## config.mk

```make
export PLATFORM = sky130hd
export DESIGN_NAME = eui_rec_engine
export DESIGN_NICKNAME = d
export VERILOG_FILES = /design/src/rtl/eui_rec_pkg.sv /design/src/rtl/eui_crc16_acc.sv /design/src/rtl/eui_rec_gen.sv /design/src/rtl/eui_rec_chk.sv /design/src/rtl/eui_rec_engine.sv
export SDC_FILE = /design/constraint.sdc
export NUM_CORES = 1
export LEC_CHECK = 0
export BUFFER_PORTS_ARGS = -buffer_cell sky130_fd_sc_hd__buf_2
export CORE_ASPECT_RATIO = 0.7
export CORE_MARGIN = 3
export CORE_UTILIZATION = 58
export DETAILED_ROUTE_END_ITERATION = 6
export PLACE_DENSITY = 0.84
export SLEW_MARGIN = 10
export SYNTH_ARGS = -nofsm -noshare
export SYNTH_HDL_FRONTEND = slang
export SYNTH_HIERARCHICAL = 1
export SYNTH_SLANG_ARGS = --single-unit
```

## constraint.sdc

```tcl
create_clock -name clk -period 5 [get_ports clk]
set_input_delay 1 -clock clk [delete_from_list [all_inputs] [get_ports clk]]
set_output_delay 1 -clock clk [all_outputs]
set_load 0.02 [all_outputs]
```

## src/rtl/eui_rec_pkg.sv

```systemverilog
`timescale 1ns/1ps
package eui_rec_pkg;
  localparam int          REC_BYTES_DEF = 32;
  localparam logic [7:0]  LEN_CODE      = 8'h0C;
  localparam logic [31:0] PROJ_CODE     = 32'h0000_1128;
  localparam logic [7:0]  FILL_BYTE     = 8'hFF;
  localparam logic [15:0] CRC_REFL_POLY = 16'hA001;
  localparam int          POS_PROJ      = 1;
  localparam int          POS_EUI       = 5;

  // One byte through the reflected CRC, least significant bit first.
  function automatic logic [15:0] crc_byte(input logic [15:0] c,
                                           input logic [7:0]  d,
                                           input logic [15:0] poly);
    logic [15:0] r;
    r = c;
    for (int b = 0; b < 8; b++) begin
      if (r[0] ^ d[b]) r = (r >> 1) ^ poly;
      else             r = r >> 1;
    end
    return r;
  endfunction
endpackage

```

## src/rtl/eui_crc16_acc.sv

```systemverilog
`timescale 1ns/1ps
module eui_crc16_acc
  import eui_rec_pkg::*;
#(
  parameter logic [15:0] POLY = CRC_REFL_POLY
) (
  input  logic        clk,
  input  logic        rst,
  input  logic        clr,
  input  logic        en,
  input  logic [7:0]  din,
  output logic [15:0] crc_q
);
  logic [15:0] seed;
  assign seed = clr ? 16'h0000 : crc_q;

  // With clr and en together, the byte is folded into a fresh 0000h seed.
  always_ff @(posedge clk) begin
    if (rst)      crc_q <= 16'h0000;
    else if (en)  crc_q <= crc_byte(seed, din, POLY);
    else if (clr) crc_q <= 16'h0000;
  end
endmodule

```

## src/rtl/eui_rec_gen.sv

```systemverilog
`timescale 1ns/1ps
module eui_rec_gen
  import eui_rec_pkg::*;
#(
  parameter int REC_BYTES = REC_BYTES_DEF,
  parameter int EUI_BYTES = 8
) (
  input  logic                   clk,
  input  logic                   rst,
  input  logic                   start,
  input  logic [8*EUI_BYTES-1:0] eui_in,
  output logic                   out_valid,
  output logic [7:0]             out_data,
  input  logic                   out_ready,
  output logic                   busy
);
  localparam int IDX_W  = $clog2(REC_BYTES);
  localparam int CRC_LO = POS_EUI + EUI_BYTES;
  localparam int CRC_HI = CRC_LO + 1;
  localparam int LAST   = REC_BYTES - 1;

  logic [IDX_W-1:0]       idx;
  logic [8*EUI_BYTES-1:0] eui_q;
  logic [15:0]            crc_q;
  logic                   launch, take;

  assign launch = start && !busy;
  assign take   = out_valid && out_ready;

  eui_crc16_acc #(.POLY(CRC_REFL_POLY)) crc_i (
    .clk(clk), .rst(rst), .clr(launch),
    .en(take && (int'(idx) < CRC_LO)),
    .din(out_data), .crc_q(crc_q)
  );

  // Byte decode from registered state; the CRC is final once position CRC_LO is reached.
  always_comb begin
    int n;
    n = int'(idx);
    if (n == 0)                 out_data = LEN_CODE;
    else if (n < POS_EUI)       out_data = 8'(PROJ_CODE >> (8*(n-POS_PROJ)));
    else if (n < CRC_LO)        out_data = 8'(eui_q >> (8*(n-POS_EUI)));
    else if (n == CRC_LO)       out_data = ~crc_q[7:0];
    else if (n == CRC_HI)       out_data = ~crc_q[15:8];
    else                        out_data = FILL_BYTE;
  end

  always_ff @(posedge clk) begin
    if (rst) begin
      idx       <= '0;
      eui_q     <= '0;
      out_valid <= 1'b0;
      busy      <= 1'b0;
    end else if (launch) begin
      idx       <= '0;
      eui_q     <= eui_in;
      out_valid <= 1'b1;
      busy      <= 1'b1;
    end else if (take) begin
      if (int'(idx) == LAST) begin
        out_valid <= 1'b0;
        busy      <= 1'b0;
        idx       <= '0;
      end else begin
        idx <= idx + 1'b1;
      end
    end
  end

  p_valid_in_busy_r8: assert property (@(posedge clk) disable iff (rst)
    out_valid |-> busy);
  p_stall_hold_r7: assert property (@(posedge clk) disable iff (rst)
    (out_valid && !out_ready) |=> (out_valid && $stable(out_data)));
  p_first_len_r2: assert property (@(posedge clk) disable iff (rst)
    $rose(out_valid) |-> (out_data == LEN_CODE));
  p_busy_locks_eui_r8: assert property (@(posedge clk) disable iff (rst)
    (busy && start) |=> $stable(eui_q));
endmodule

```

## src/rtl/eui_rec_chk.sv

```systemverilog
`timescale 1ns/1ps
module eui_rec_chk
  import eui_rec_pkg::*;
#(
  parameter int REC_BYTES = REC_BYTES_DEF,
  parameter int EUI_BYTES = 8
) (
  input  logic                   clk,
  input  logic                   rst,
  input  logic                   in_valid,
  input  logic [7:0]             in_data,
  output logic                   chk_done,
  output logic                   err_len,
  output logic                   err_crc,
  output logic                   err_pad,
  output logic [8*EUI_BYTES-1:0] eui_out
);
  localparam int IDX_W  = $clog2(REC_BYTES);
  localparam int EUI_W  = 8*EUI_BYTES;
  localparam int CRC_LO = POS_EUI + EUI_BYTES;
  localparam int CRC_HI = CRC_LO + 1;
  localparam int LAST   = REC_BYTES - 1;

  logic [IDX_W-1:0] idx;
  logic [15:0]      crc_q;
  logic             len_acc, crc_acc, pad_acc;
  logic             len_n, crc_n, pad_n;
  logic [EUI_W-1:0] eui_acc, eui_n;
  logic             first;

  assign first = (idx == '0);

  eui_crc16_acc #(.POLY(CRC_REFL_POLY)) crc_i (
    .clk(clk), .rst(rst), .clr(first),
    .en(in_valid && (int'(idx) < CRC_LO)),
    .din(in_data), .crc_q(crc_q)
  );

  always_comb begin
    int n;
    n     = int'(idx);
    len_n = (!first && len_acc) || (first && (in_data != LEN_CODE));
    crc_n = (!first && crc_acc)
          || ((n == CRC_LO) && (in_data != ~crc_q[7:0]))
          || ((n == CRC_HI) && (in_data != ~crc_q[15:8]));
    pad_n = (!first && pad_acc) || ((n > CRC_HI) && (in_data != FILL_BYTE));
    eui_n = ((n >= POS_EUI) && (n < CRC_LO)) ? {in_data, eui_acc[EUI_W-1:8]} : eui_acc;
  end

  always_ff @(posedge clk) begin
    if (rst) begin
      idx      <= '0;
      len_acc  <= 1'b0;
      crc_acc  <= 1'b0;
      pad_acc  <= 1'b0;
      eui_acc  <= '0;
      chk_done <= 1'b0;
      err_len  <= 1'b0;
      err_crc  <= 1'b0;
      err_pad  <= 1'b0;
      eui_out  <= '0;
    end else begin
      chk_done <= 1'b0;
      if (in_valid) begin
        len_acc <= len_n;
        crc_acc <= crc_n;
        pad_acc <= pad_n;
        eui_acc <= eui_n;
        if (int'(idx) == LAST) begin
          idx      <= '0;
          chk_done <= 1'b1;
          err_len  <= len_n;
          err_crc  <= crc_n;
          err_pad  <= pad_n;
          eui_out  <= eui_n;
        end else begin
          idx <= idx + 1'b1;
        end
      end
    end
  end

  p_done_pulse_r9: assert property (@(posedge clk) disable iff (rst)
    chk_done |=> !chk_done);
  p_done_needs_byte_r9: assert property (@(posedge clk) disable iff (rst)
    chk_done |-> $past(in_valid));
  p_flags_hold_r13: assert property (@(posedge clk) disable iff (rst)
    !chk_done |-> ($stable(err_len) && $stable(err_crc) && $stable(err_pad) && $stable(eui_out)));
  p_len_flag_r10: assert property (@(posedge clk) disable iff (rst)
    (in_valid && first && (in_data != LEN_CODE)) |=> len_acc);
endmodule

```

## src/rtl/eui_rec_engine.sv

```systemverilog
`timescale 1ns/1ps
module eui_rec_engine
  import eui_rec_pkg::*;
#(
  parameter int COMP_W    = 24,
  parameter int EXT_W     = 40,
  parameter int REC_BYTES = REC_BYTES_DEF
) (
  input  logic                      clk,
  input  logic                      rst,
  input  logic                      start,
  input  logic [COMP_W-1:0]         company_id,
  input  logic [EXT_W-1:0]          ext_id,
  output logic                      out_valid,
  output logic [7:0]                out_data,
  input  logic                      out_ready,
  output logic                      busy,
  input  logic                      in_valid,
  input  logic [7:0]                in_data,
  output logic                      chk_done,
  output logic                      err_len,
  output logic                      err_crc,
  output logic                      err_pad,
  output logic [COMP_W+EXT_W-1:0]   eui_out
);
  localparam int EUI_W     = COMP_W + EXT_W;
  localparam int EUI_BYTES = EUI_W / 8;

  logic [EUI_W-1:0] eui_cat;
  assign eui_cat = {company_id, ext_id};

  eui_rec_gen #(.REC_BYTES(REC_BYTES), .EUI_BYTES(EUI_BYTES)) gen_i (
    .clk(clk), .rst(rst), .start(start), .eui_in(eui_cat),
    .out_valid(out_valid), .out_data(out_data), .out_ready(out_ready), .busy(busy)
  );

  eui_rec_chk #(.REC_BYTES(REC_BYTES), .EUI_BYTES(EUI_BYTES)) chk_i (
    .clk(clk), .rst(rst), .in_valid(in_valid), .in_data(in_data),
    .chk_done(chk_done), .err_len(err_len), .err_crc(err_crc),
    .err_pad(err_pad), .eui_out(eui_out)
  );

  p_reset_quiet_r1: assert property (@(posedge clk)
    $past(rst) |-> (!out_valid && !busy && !chk_done));
endmodule

```

==> flow_metrics.py, run 1 <==
metrics = {
    "status": {
        "status": "complete, no violations",
    },
    "logic_synthesis": {
        "yosys.area.top_type_share_pct": 43.8,
        "yosys.area.top_type": "dfxtp_1",
        "syn_area_um2": 11100,
        "ys_seq_area_share_pct": 43.8,
        "ys.flop_type": "dfxtp_1",
        "ys_types": 68,
        "synth_warnings": 6,
        "syn-num-nets": 1371,
        "synth-seq-cells": 242,
        "syn_area_per_cell_um2": 8.63,
        "synth.most_common_cell": "nand2_1",
        "synth_cells": 1283,
        "netlist_top_cells_area": "dfxtp_1, nand2_1, mux2i_1, a21oi_1, xnor2_1",
        "ys_top_cells_by_count": "nand2_1, dfxtp_1, a21oi_1",
        "synth_edf_count": 0,
        "async_flop_share_pct": 0,
    },
    "setup_path": {
        "cpLargestDelayFamily": "adder cells",
        "reg2reg_to": "gen_i/crc_i/crc_q[0]",
        "worstPathCellList": "inv_1 > ha_1 > mux4_2 > mux2i_1 > nor3_1 > a2111o_1 > buf_2",
        "critPathBufInv": 2,
        "cp_slowest_cell": "ha_1",
        "slowest_delay_ns": 0.76,
        "r2r_cells": 12,
        "startpoint_type": "register",
        "critPathCaptureType": "output port",
        "r2r_slack_ns": 0.70,
        "worstSetupPathType": "register to output port",
        "cp_max_fo": 18,
        "cp.arrival_ns": 3.38,
        "crit-reg2reg-launch": "gen_i/idx[1]",
        "crit_required_ns": 4.00,
    },
    "drt": {
        "avgViaCountPerCell": 5.86,
        "drt_iter0_markers": 861,
        "wl_per_cell_um": 17.3,
        "route.detailed.drc": 0,
        "totalWireLength_um": 28100,
        "num_vias": 9542,
        "dr.pass1.iters": 5,
        "ant_nets": 0,
    },
    "timing": {
        "slew-limit-headroom_pct": 19.4,
        "tightestPinTransition_ns": 1.21,
        "slew_viol_final": 0,
        "period_share_pct": 87.6,
        "setup_violations": 0,
        "hold_viol": 0,
        "fin_setup_tns_ns": 0,
        "fmax_mhz": 228,
        "clock_skew_ns": 0.0163,
        "period_needed_ns": 4.38,
        "rsz0062_at_grt": "false",
    },
    "clocking": {
        "clock_path_buffers": 3,
        "clkLatencyLatePin_ns": 0.52,
        "numClockSinks": 242,
        "cts_tree": "done",
        "path_clk_slew_ns": 0.06,
        "ctsResizeCount": 0,
        "post-cts-setup-buffer-count": 0,
        "numCtsBuffers": 23,
        "root_buffer": "clkbuf_16",
        "postCtsHoldBufs": 0,
        "h-tree-depth": 1,
    },
    "place": {
        "gp_congestion": 0.928,
        "dp_hpwl_um": 18800,
        "post-place-cells": 1587,
        "portBuffers": 154,
    },
    "floorplanning": {
        "placementRows": 41,
        "ioPinCount": 155,
        "initial_core_util_pct": 60.3,
        "die_h_um": 122,
        "die-width_um": 171,
        "fp.coreArea_um2": 18400,
        "design.die.area_um2": 20800,
    },
    "pwr": {
        "p_sw_mw": 0.969,
        "irDropWorstVdd_uv": 226,
        "leakage_nw": 5.11,
        "swShare_pct": 24.0,
        "combPwrFrac_pct": 8.2,
        "power.internal_mw": 3.06,
        "power.total_mw": 4.03,
        "pwr-share-seq_pct": 49.9,
        "powerDensity_nw_per_um2": 325,
        "p_clk_share_pct": 41.9,
    },
    "final_layout": {
        "syn2layout_area_growth_pct": 12.1,
        "regArea_um2": 4840,
        "fillers": 1461,
        "fin_util_pct": 67.6,
        "multi_input_comb_area_um2": 5650,
        "diodes": 0,
        "nets": 1464,
        "instances_no_fill": 1627,
        "drive_above_1_share_pct": 15.8,
    },
    "min_path": {
        "holdPathStages": 2,
        "whs_endpoint": "chk_i/eui_out[61]",
        "min_from": "chk_i/eui_out[61]",
        "worstHoldPathType": "register to register",
    },
    "global_routing": {
        "antenna_found_initial": 0,
        "grt_max_degree": 98,
        "grt.overflow.total": 0,
        "grt_pass1_wl_um": 45400,
        "grtUsageTotal_pct": 26.6,
        "grt_pass1_vias": 8980,
    },
    "job": {
        "drv_cap": 0,
    },
}
worst max path at each step:
stage | startpoint | endpoint | slack (ns) | cells after the start
6_report | gen_i/idx[1] | out_data[3] | 0.62 | 7
5_1_grt | gen_i/idx[1] | gen_i/crc_i/crc_q[0] | 0.43 | 12
4_1_cts | gen_i/idx[1] | out_data[3] | 0.65 | 7
3_5_place_dp | gen_i/idx[1] | gen_i/crc_i/crc_q[0] | 0.78 | 12
3_3_place_gp | gen_i/idx[1] | gen_i/crc_i/crc_q[0] | 0.90 | 11
2_1_floorplan | gen_i/idx[0] | gen_i/crc_i/crc_q[0] | 0.88 | 15
area by class of cell:
cell class,count,area share [%]
Timing Repair Buffer,164,6.84
Tap cell,236,2.38
Inverter,15,0.454
Multi-Input combinational cell,930,45.5
Clock inverter,5,0.434
Sequential cell,242,39.0
Clock buffer,35,5.32
per-layer routing:
| layer | GRT usage [%] | wire (um) | vias up | share of wire [%] |
|---|---|---|---|---|
| li1 | - | - | 4618 | - |
| met1 | 40.4 | 13200 | 4536 | 47 |
| met5 | 0 | 0 | - | 0 |
| met3 | 4.77 | 2230 | 45 | 7.9 |
| met4 | 6.13 | 559 | 0 | 2.0 |
| met2 | 39.8 | 12200 | 343 | 43 |
logic make-up after synthesis:
logic type / count (synthesis) / synth area share, %
AND/OR/NAND/NOR: 465 / 17.9
buffers and inverters: 111 / 5.46
AO/OA/AOI/OAI: 298 / 15.8
flip-flops: 242 / 43.8
adder cells (fa/ha/maj): 11 / 1.24
XOR/XNOR: 55 / 4.85
multiplexers: 101 / 11.0
per-stage QoR:
stage	cell area [um^2]	hold WS, ns	worst slack, ns
3_5_place_dp	11700	0.438	0.780
5_1_grt	12400	0.468	0.427
4_1_cts	12400	0.449	0.646
6_report	12400	0.444	0.621
3_3_place_gp	11700	0.431	0.903
2_1_floorplan	11100	0.432	0.876
power groups by stage:
stage / logic [mW] / clock network [mW] / registers [mW]
detailed placement: 0.323 / 0 / 2.05
global placement: 0.314 / 0 / 2.05
CTS: 0.326 / 1.70 / 2.01
global route: 0.365 / 1.78 / 2.02
finish: 0.330 / 1.69 / 2.01
floorplan: 0.242 / 0 / 2.04
state kept, by name, summed over array words and instances (netlist names):
name               cells
chk_i/chk_done         1
chk_i/crc_acc          1
chk_i/crc_i/crc_q     16
chk_i/err_crc          1
chk_i/err_len          1
chk_i/err_pad          1
chk_i/eui_acc         64
chk_i/eui_out         64
chk_i/idx              5
chk_i/len_acc          1
chk_i/pad_acc          1
gen_i/busy             1
gen_i/crc_i/crc_q     16
gen_i/eui_q           64
gen_i/idx              5
cells in the final DEF (no fill, tap or decap), types with 4 or more instances in the layout:
cell,n
a2111oi_0,4
a211o_1,4
a211oi_1,7
a21oi_1,141
a22oi_1,8
a31oi_1,5
a32oi_1,11
and3_1,6
buf_2,153
buf_4,11
clkbuf_1,8
clkbuf_16,23
clkbuf_8,4
dfxtp_1,242
ha_1,11
inv_1,14
mux2_2,4
mux2i_1,83
mux4_1,8
mux4_2,6
nand2_1,338
nand4_1,7
nor2_1,40
nor2b_1,8
nor3_1,27
nor4b_1,7
o211ai_1,11
o21a_1,6
o21ai_0,36
o21ai_1,43
or3_1,9
xnor2_1,35
xnor3_1,4
xor2_1,16
worst reg2reg max path: cells and delay by family (launching register included):
kind                       cells  cell delay (ns)
xor gates and xnor gates       1             0.29
muxes                          2             0.77
and+or+nand+nor                3             0.62
AOI/OAI and AO/OA              4             1.15
DFF                            1             0.45
adders and majority gates      1             0.76
buffers and inverters          1             0.13
No activity file was read; power rests on OpenSTA's default activity.
==> run 2: changes to the inputs <==
--- a/config.mk
+++ b/config.mk
@@ -10,6 +10,7 @@
 export CORE_MARGIN = 3
 export CORE_UTILIZATION = 58
 export DETAILED_ROUTE_END_ITERATION = 6
+export GPL_TIMING_DRIVEN = 0
 export PLACE_DENSITY = 0.84
 export SLEW_MARGIN = 10
 export SYNTH_ARGS = -nofsm -noshare
==> flow_metrics.py, run 2 (synthesis gave the netlist of run 1 again) <==
metrics = {
    "final_layout": {
        "drive_above_1_share_pct": 16.5,
        "nets": 1550,
        "syn2layout_area_growth_pct": 16.7,
        "fillers": 1439,
        "multi_input_comb_area_um2": 5630,
        "final_common_cell": "nand2_1",
        "regArea_um2": 4840,
        "layout_common_cells": "nand2_1, dfxtp_1, buf_2",
        "finish.instance_area_um2": 12900,
        "largest_registers": "chk_i/eui_acc: 64 flops, chk_i/eui_out: 64 flops, gen_i/eui_q: 64 flops",
        "diodes": 0,
    },
    "global_routing": {
        "antenna_found_initial": 0,
        "grt_pass1_wl_um": 47500,
        "grt.overflow.total": 0,
        "grt_pass1_vias": 9184,
        "grtUsageTotal_pct": 28.4,
        "grt_max_degree": 15,
    },
    "timing": {
        "period_needed_ns": 4.61,
        "setup_slack_ns": 0.393,
        "clock_skew_ns": 0.0142,
        "rsz0062_at_grt": "false",
        "period_share_pct": 92.1,
        "holdWs_ns": 0.444,
        "slew-limit-headroom_pct": 53.0,
        "setup_violations": 0,
        "slew_viol_final": 0,
        "tightestPinTransition_ns": 0.704,
        "fin_setup_tns_ns": 0,
        "fmax_mhz": 217,
        "hold_viol": 0,
    },
    "drt": {
        "ant_nets": 0,
        "dr.pass1.iters": 7,
        "wl_per_cell_um": 17.7,
        "drt_iter0_markers": 978,
        "totalWireLength_um": 30300,
        "avgViaCountPerCell": 5.86,
        "num_vias": 10031,
        "route.detailed.drc": 0,
    },
    "floorplanning": {
        "die-width_um": 171,
        "fp.coreArea_um2": 18400,
        "initial_core_util_pct": 60.3,
        "ioPinCount": 155,
        "placementRows": 41,
        "die_h_um": 122,
        "design.die.area_um2": 20800,
    },
    "setup_path": {
        "r2r_slack_ns": 0.43,
        "critPathCaptureType": "output port",
        "startpoint_type": "register",
        "cp_max_fo": 10,
        "cp.arrival_ns": 3.61,
        "worstSetupPathType": "register to output port",
        "crit_required_ns": 4.00,
    },
    "clocking": {
        "cts_tree": "done",
        "clkLatencyLatePin_ns": 0.52,
        "post-cts-setup-buffer-count": 0,
        "path_clk_slew_ns": 0.06,
        "ctsResizeCount": 0,
        "numCtsBuffers": 23,
        "postCtsHoldBufs": 0,
        "clock_path_buffers": 3,
        "h-tree-depth": 1,
        "root_buffer": "clkbuf_16",
        "numClockSinks": 242,
    },
    "pwr": {
        "irDropWorstVdd_uv": 218,
        "powerDensity_nw_per_um2": 324,
        "leakage_nw": 5.36,
        "power.total_mw": 4.18,
    },
    "place": {
        "dp_worst_setup_slack_ns": 0.442,
        "post_dp_cell_area_um2": 12100,
        "dp_hpwl_um": 22100,
        "gp_congestion": 0.951,
        "portBuffers": 154,
    },
    "min_path": {
        "worstHoldPathType": "register to register",
    },
    "status": {
        "status": "complete, no violations",
    },
    "job": {
        "drv_cap": 0,
    },
}
## run 2: cell count changes in the layout (fill, tap and decap cells not counted), sizes merged
cell,previous run,this run
buf,164,189
bufinv,1,3
clkbuf,35,91
clkinv,3,5
## run 2: metrics by stage
stage          std cells  util, %
2_1_floorplan       1283        -
3_3_place_gp        1673     66.1
3_5_place_dp        1673     66.1
4_1_cts             1712     70.3
5_1_grt             1712     70.4
6_report            1712     70.4
## run 2: path summary, 6_finish.rpt
check                startpoint              endpoint  cells after the start
setup / recovery   gen_i/idx[0]           out_data[3]                     10
hold / removal    chk_i/err_crc         chk_i/err_crc                      2
setup reg to reg   gen_i/idx[0]  gen_i/crc_i/crc_q[0]                     15
hold reg to reg   chk_i/err_crc         chk_i/err_crc                      2
## run 2: critical path: stages, from the launching register on
cell and delay, ns:
dfxtp_1 0.50, clkbuf_8 0.27, clkbuf_8 0.20, inv_1 0.10
ha_1 0.31, buf_6 0.17, mux4_2 0.55, mux2i_1 0.25
nor3_1 0.09, a2111o_1 0.46, buf_2 0.19
## run 2: power breakdown
part,switching (mW),internal (mW)
clock,0.744,1.06
combinational,0.225,0.141
sequential,0.0367,1.97
total,1.01,3.18
## run 2: cell type report
cell class	instances	share of cell area, %
multi-input combinational	930	43.6
buffer	96	4.24
sequential	242	37.5
inverter	15	0.436
clock buffer	30	4.97
timing repair buffer	154	5.96
tap	236	2.28
clock inverter	9	1.05
## run 2: per-layer routing
layer	track usage [%]	vias up	part of all wire (%)
met4	6.13	0	2.1
met3	5.35	52	9.2
met2	41.7	453	42
met5	0	-	0
li1	-	4796	-
met1	43.5	4730	47
==> run 3: changes to the inputs <==
--- a/config.mk
+++ b/config.mk
@@ -5,10 +5,11 @@
 export SDC_FILE = /design/constraint.sdc
 export NUM_CORES = 1
 export LEC_CHECK = 0
+export ABC_AREA = 1
 export BUFFER_PORTS_ARGS = -buffer_cell sky130_fd_sc_hd__buf_2
 export CORE_ASPECT_RATIO = 0.7
 export CORE_MARGIN = 3
-export CORE_UTILIZATION = 58
+export CORE_UTILIZATION = 59
 export DETAILED_ROUTE_END_ITERATION = 6
 export GPL_TIMING_DRIVEN = 0
 export PLACE_DENSITY = 0.84
==> flow_metrics.py, run 3 <==
metrics = {
    "timing": {
        "fin_setup_tns_ns": 0,
        "clock_skew_ns": 0.00998,
        "setup_violations": 0,
        "tightestPinTransition_ns": 0.704,
        "slew_viol_final": 0,
        "period_share_pct": 89.6,
        "rsz0062_at_grt": "false",
        "slew-limit-headroom_pct": 52.9,
        "period_needed_ns": 4.48,
        "fmax_mhz": 223,
        "setup_slack_ns": 0.519,
        "hold_viol": 0,
    },
    "clocking": {
        "cts_tree": "done",
        "numClockSinks": 242,
        "numCtsBuffers": 24,
        "root_buffer": "clkbuf_16",
        "path_clk_slew_ns": 0.07,
        "h-tree-depth": 1,
        "clock_path_buffers": 3,
        "clkLatencyLatePin_ns": 0.52,
        "postCtsHoldBufs": 0,
    },
    "floorplanning": {
        "fp.coreArea_um2": 20300,
        "design.die.area_um2": 23000,
        "die-width_um": 180,
        "placementRows": 43,
        "initial_core_util_pct": 61.6,
        "die_h_um": 128,
        "ioPinCount": 155,
    },
    "pwr": {
        "powerDensity_nw_per_um2": 333,
        "leakage_nw": 7.63,
        "power.total_mw": 4.82,
        "irDropWorstVdd_uv": 210,
    },
    "final_layout": {
        "final_common_cell": "nand2_1",
        "diodes": 0,
        "syn2layout_area_growth_pct": 15.7,
        "layout_common_cells": "nand2_1, dfxtp_1, inv_1",
        "multi_input_comb_area_um2": 6210,
        "nets": 2151,
        "instances_no_fill": 2351,
        "largest_registers": "chk_i/eui_acc: 64 flops, chk_i/eui_out: 64 flops, gen_i/eui_q: 64 flops",
        "fillers": 1700,
        "regArea_um2": 4840,
        "drive_above_1_share_pct": 16.7,
    },
    "logic_synthesis": {
        "ys.flop_type": "dfxtp_1",
        "syn_area_per_cell_um2": 6.63,
        "ys_types": 39,
        "synth-seq-cells": 242,
        "yosys.area.top_type_share_pct": 38.8,
        "ys_seq_area_share_pct": 38.8,
        "syn_area_um2": 12500,
        "synth_warnings": 6,
        "ys_top_cells_by_count": "nand2_1, dfxtp_1, inv_1",
        "synth_edf_count": 0,
        "synth.most_common_cell": "nand2_1",
        "yosys.area.top_type": "dfxtp_1",
        "syn-num-nets": 1972,
        "netlist_top_cells_area": "dfxtp_1, nand2_1, inv_1, nor2_1, nand3_1",
        "async_flop_share_pct": 0,
        "synth_cells": 1884,
    },
    "setup_path": {
        "critPathLaunch": "gen_i/idx[0]",
        "critPathMostFrequentCell": "buf_2",
        "cp_max_fo": 15,
        "cp.arrival_ns": 3.48,
        "worstPathCellList": "inv_2 > ha_1 > inv_1 > buf_2 > o21ai_0 > o211ai_1 > nand3_1 > a21oi_1 > buf_2",
        "worstSetupPathType": "register to output port",
        "crit_required_ns": 4.00,
        "slowest_delay_ns": 0.50,
        "cp_slowest_cell": "dfxtp_1",
        "crit-reg2reg-launch": "gen_i/idx[0]",
        "critPathCaptureType": "output port",
        "startpoint_type": "register",
        "critPathBufInv": 4,
        "cpLargestDelayFamily": "compound AO/OA/AOI/OAI gates",
    },
    "global_routing": {
        "grt_pass1_vias": 11514,
        "antenna_found_initial": 0,
        "grt_pass1_wl_um": 57900,
        "grt.overflow.total": 0,
        "grtUsageTotal_pct": 30.3,
        "grt_max_degree": 15,
    },
    "place": {
        "portBuffers": 154,
        "dp_worst_setup_slack_ns": 0.411,
        "post-place-cells": 2308,
        "dp_hpwl_um": 27200,
        "gp_congestion": 0.978,
    },
    "drt": {
        "dr.pass1.iters": 5,
        "drt_iter0_markers": 1429,
        "ant_nets": 0,
        "wl_per_cell_um": 15.4,
        "avgViaCountPerCell": 5.46,
        "num_vias": 12835,
        "totalWireLength_um": 36200,
        "route.detailed.drc": 0,
    },
    "status": {
        "status": "complete, no violations",
    },
    "min_path": {
        "worstHoldPathType": "register to register",
        "min_from": "chk_i/eui_out[26]",
    },
    "job": {
        "drv_cap": 0,
    },
}
## run 3: changes by cell type after synthesis, sizes merged, moves of 14 or more
cell / previous run / this run
a21oi: 142 / 124
inv: 15 / 240
mux2i: 83 / 0
mux4: 14 / 0
nand2: 338 / 606
nand3: 2 / 191
nor2: 41 / 201
nor3: 27 / 9
o21ai: 79 / 108
xnor2: 35 / 10
## run 3: layout make-up
class	instances	area share, %
multi-input cells	1304	43.0
flip-flops and latches	242	33.5
inverters	243	6.31
repair buffers	154	5.33
clock buffers	36	5.03
plain buffers	94	3.65
well taps	270	2.34
clock inverters	8	0.857
## run 3: timing repair
action	in CTS	in global routing
gates resized for setup	0	1
endpoints found under the setup margin	0	5
hold endpoints to repair	0	0
buffers inserted	0	0
## run 3: logic make-up after synthesis
| family | Yosys count | share of synthesized area [%] |
|---|---|---|
| adders and majority gates | 11 | 1.10 |
| xor gates and xnor gates | 26 | 1.82 |
| AOI/OAI and AO/OA | 247 | 10.4 |
| buffers and inverters | 338 | 11.6 |
| and+or+nand+nor | 1020 | 36.4 |
| DFF | 242 | 38.8 |
## run 3: per-stage QoR
stage          cell area (um^2)  hold slack, ns  utilization (%)
2_1_floorplan             12500           0.429                -
3_5_place_dp              13600           0.434             67.1
4_1_cts                   14500           0.451             71.3
3_3_place_gp              13600           0.431             67.1
6_report                  14500           0.447             71.3
5_1_grt                   14500           0.461             71.3
## run 3: routing by layer
| layer | up-vias | global-route usage, % | routed length [um] |
|---|---|---|---|
| met2 | 633 | 43.7 | 14400 |
| met1 | 5911 | 47.2 | 17000 |
| met5 | - | 0 | 0 |
| li1 | 6243 | - | - |
| met3 | 48 | 5.96 | 4210 |
| met4 | 0 | 5.14 | 520 |
## run 3: path summary, 6_finish.rpt
check | endpoint | slack (ns) | depth (start not counted)
worst max register to register | gen_i/crc_i/crc_q[12] | 0.55 | 24
worst min-delay path | chk_i/eui_out[26] | 0.45 | 2
worst min register to register | chk_i/eui_out[26] | 0.45 | 2
worst max-delay path | out_data[7] | 0.52 | 9
## run 3: power by group
part	internal, mW	switching (mW)	total, mW
clock network	1.16	0.778	1.94
registers	2.03	0.0751	2.10
logic	0.258	0.516	0.774
total	3.45	1.37	4.82
## run 3: worst register-to-register path, delay by kind of cell, from the launching register on
family | cells | cell delay (ns)
AO/OA/AOI/OAI | 2 | 0.59
buffers and inverters | 4 | 0.71
adder cells (fa/ha/maj) | 1 | 0.36
flip-flops | 1 | 0.50
AND/OR/NAND/NOR | 17 | 2.18
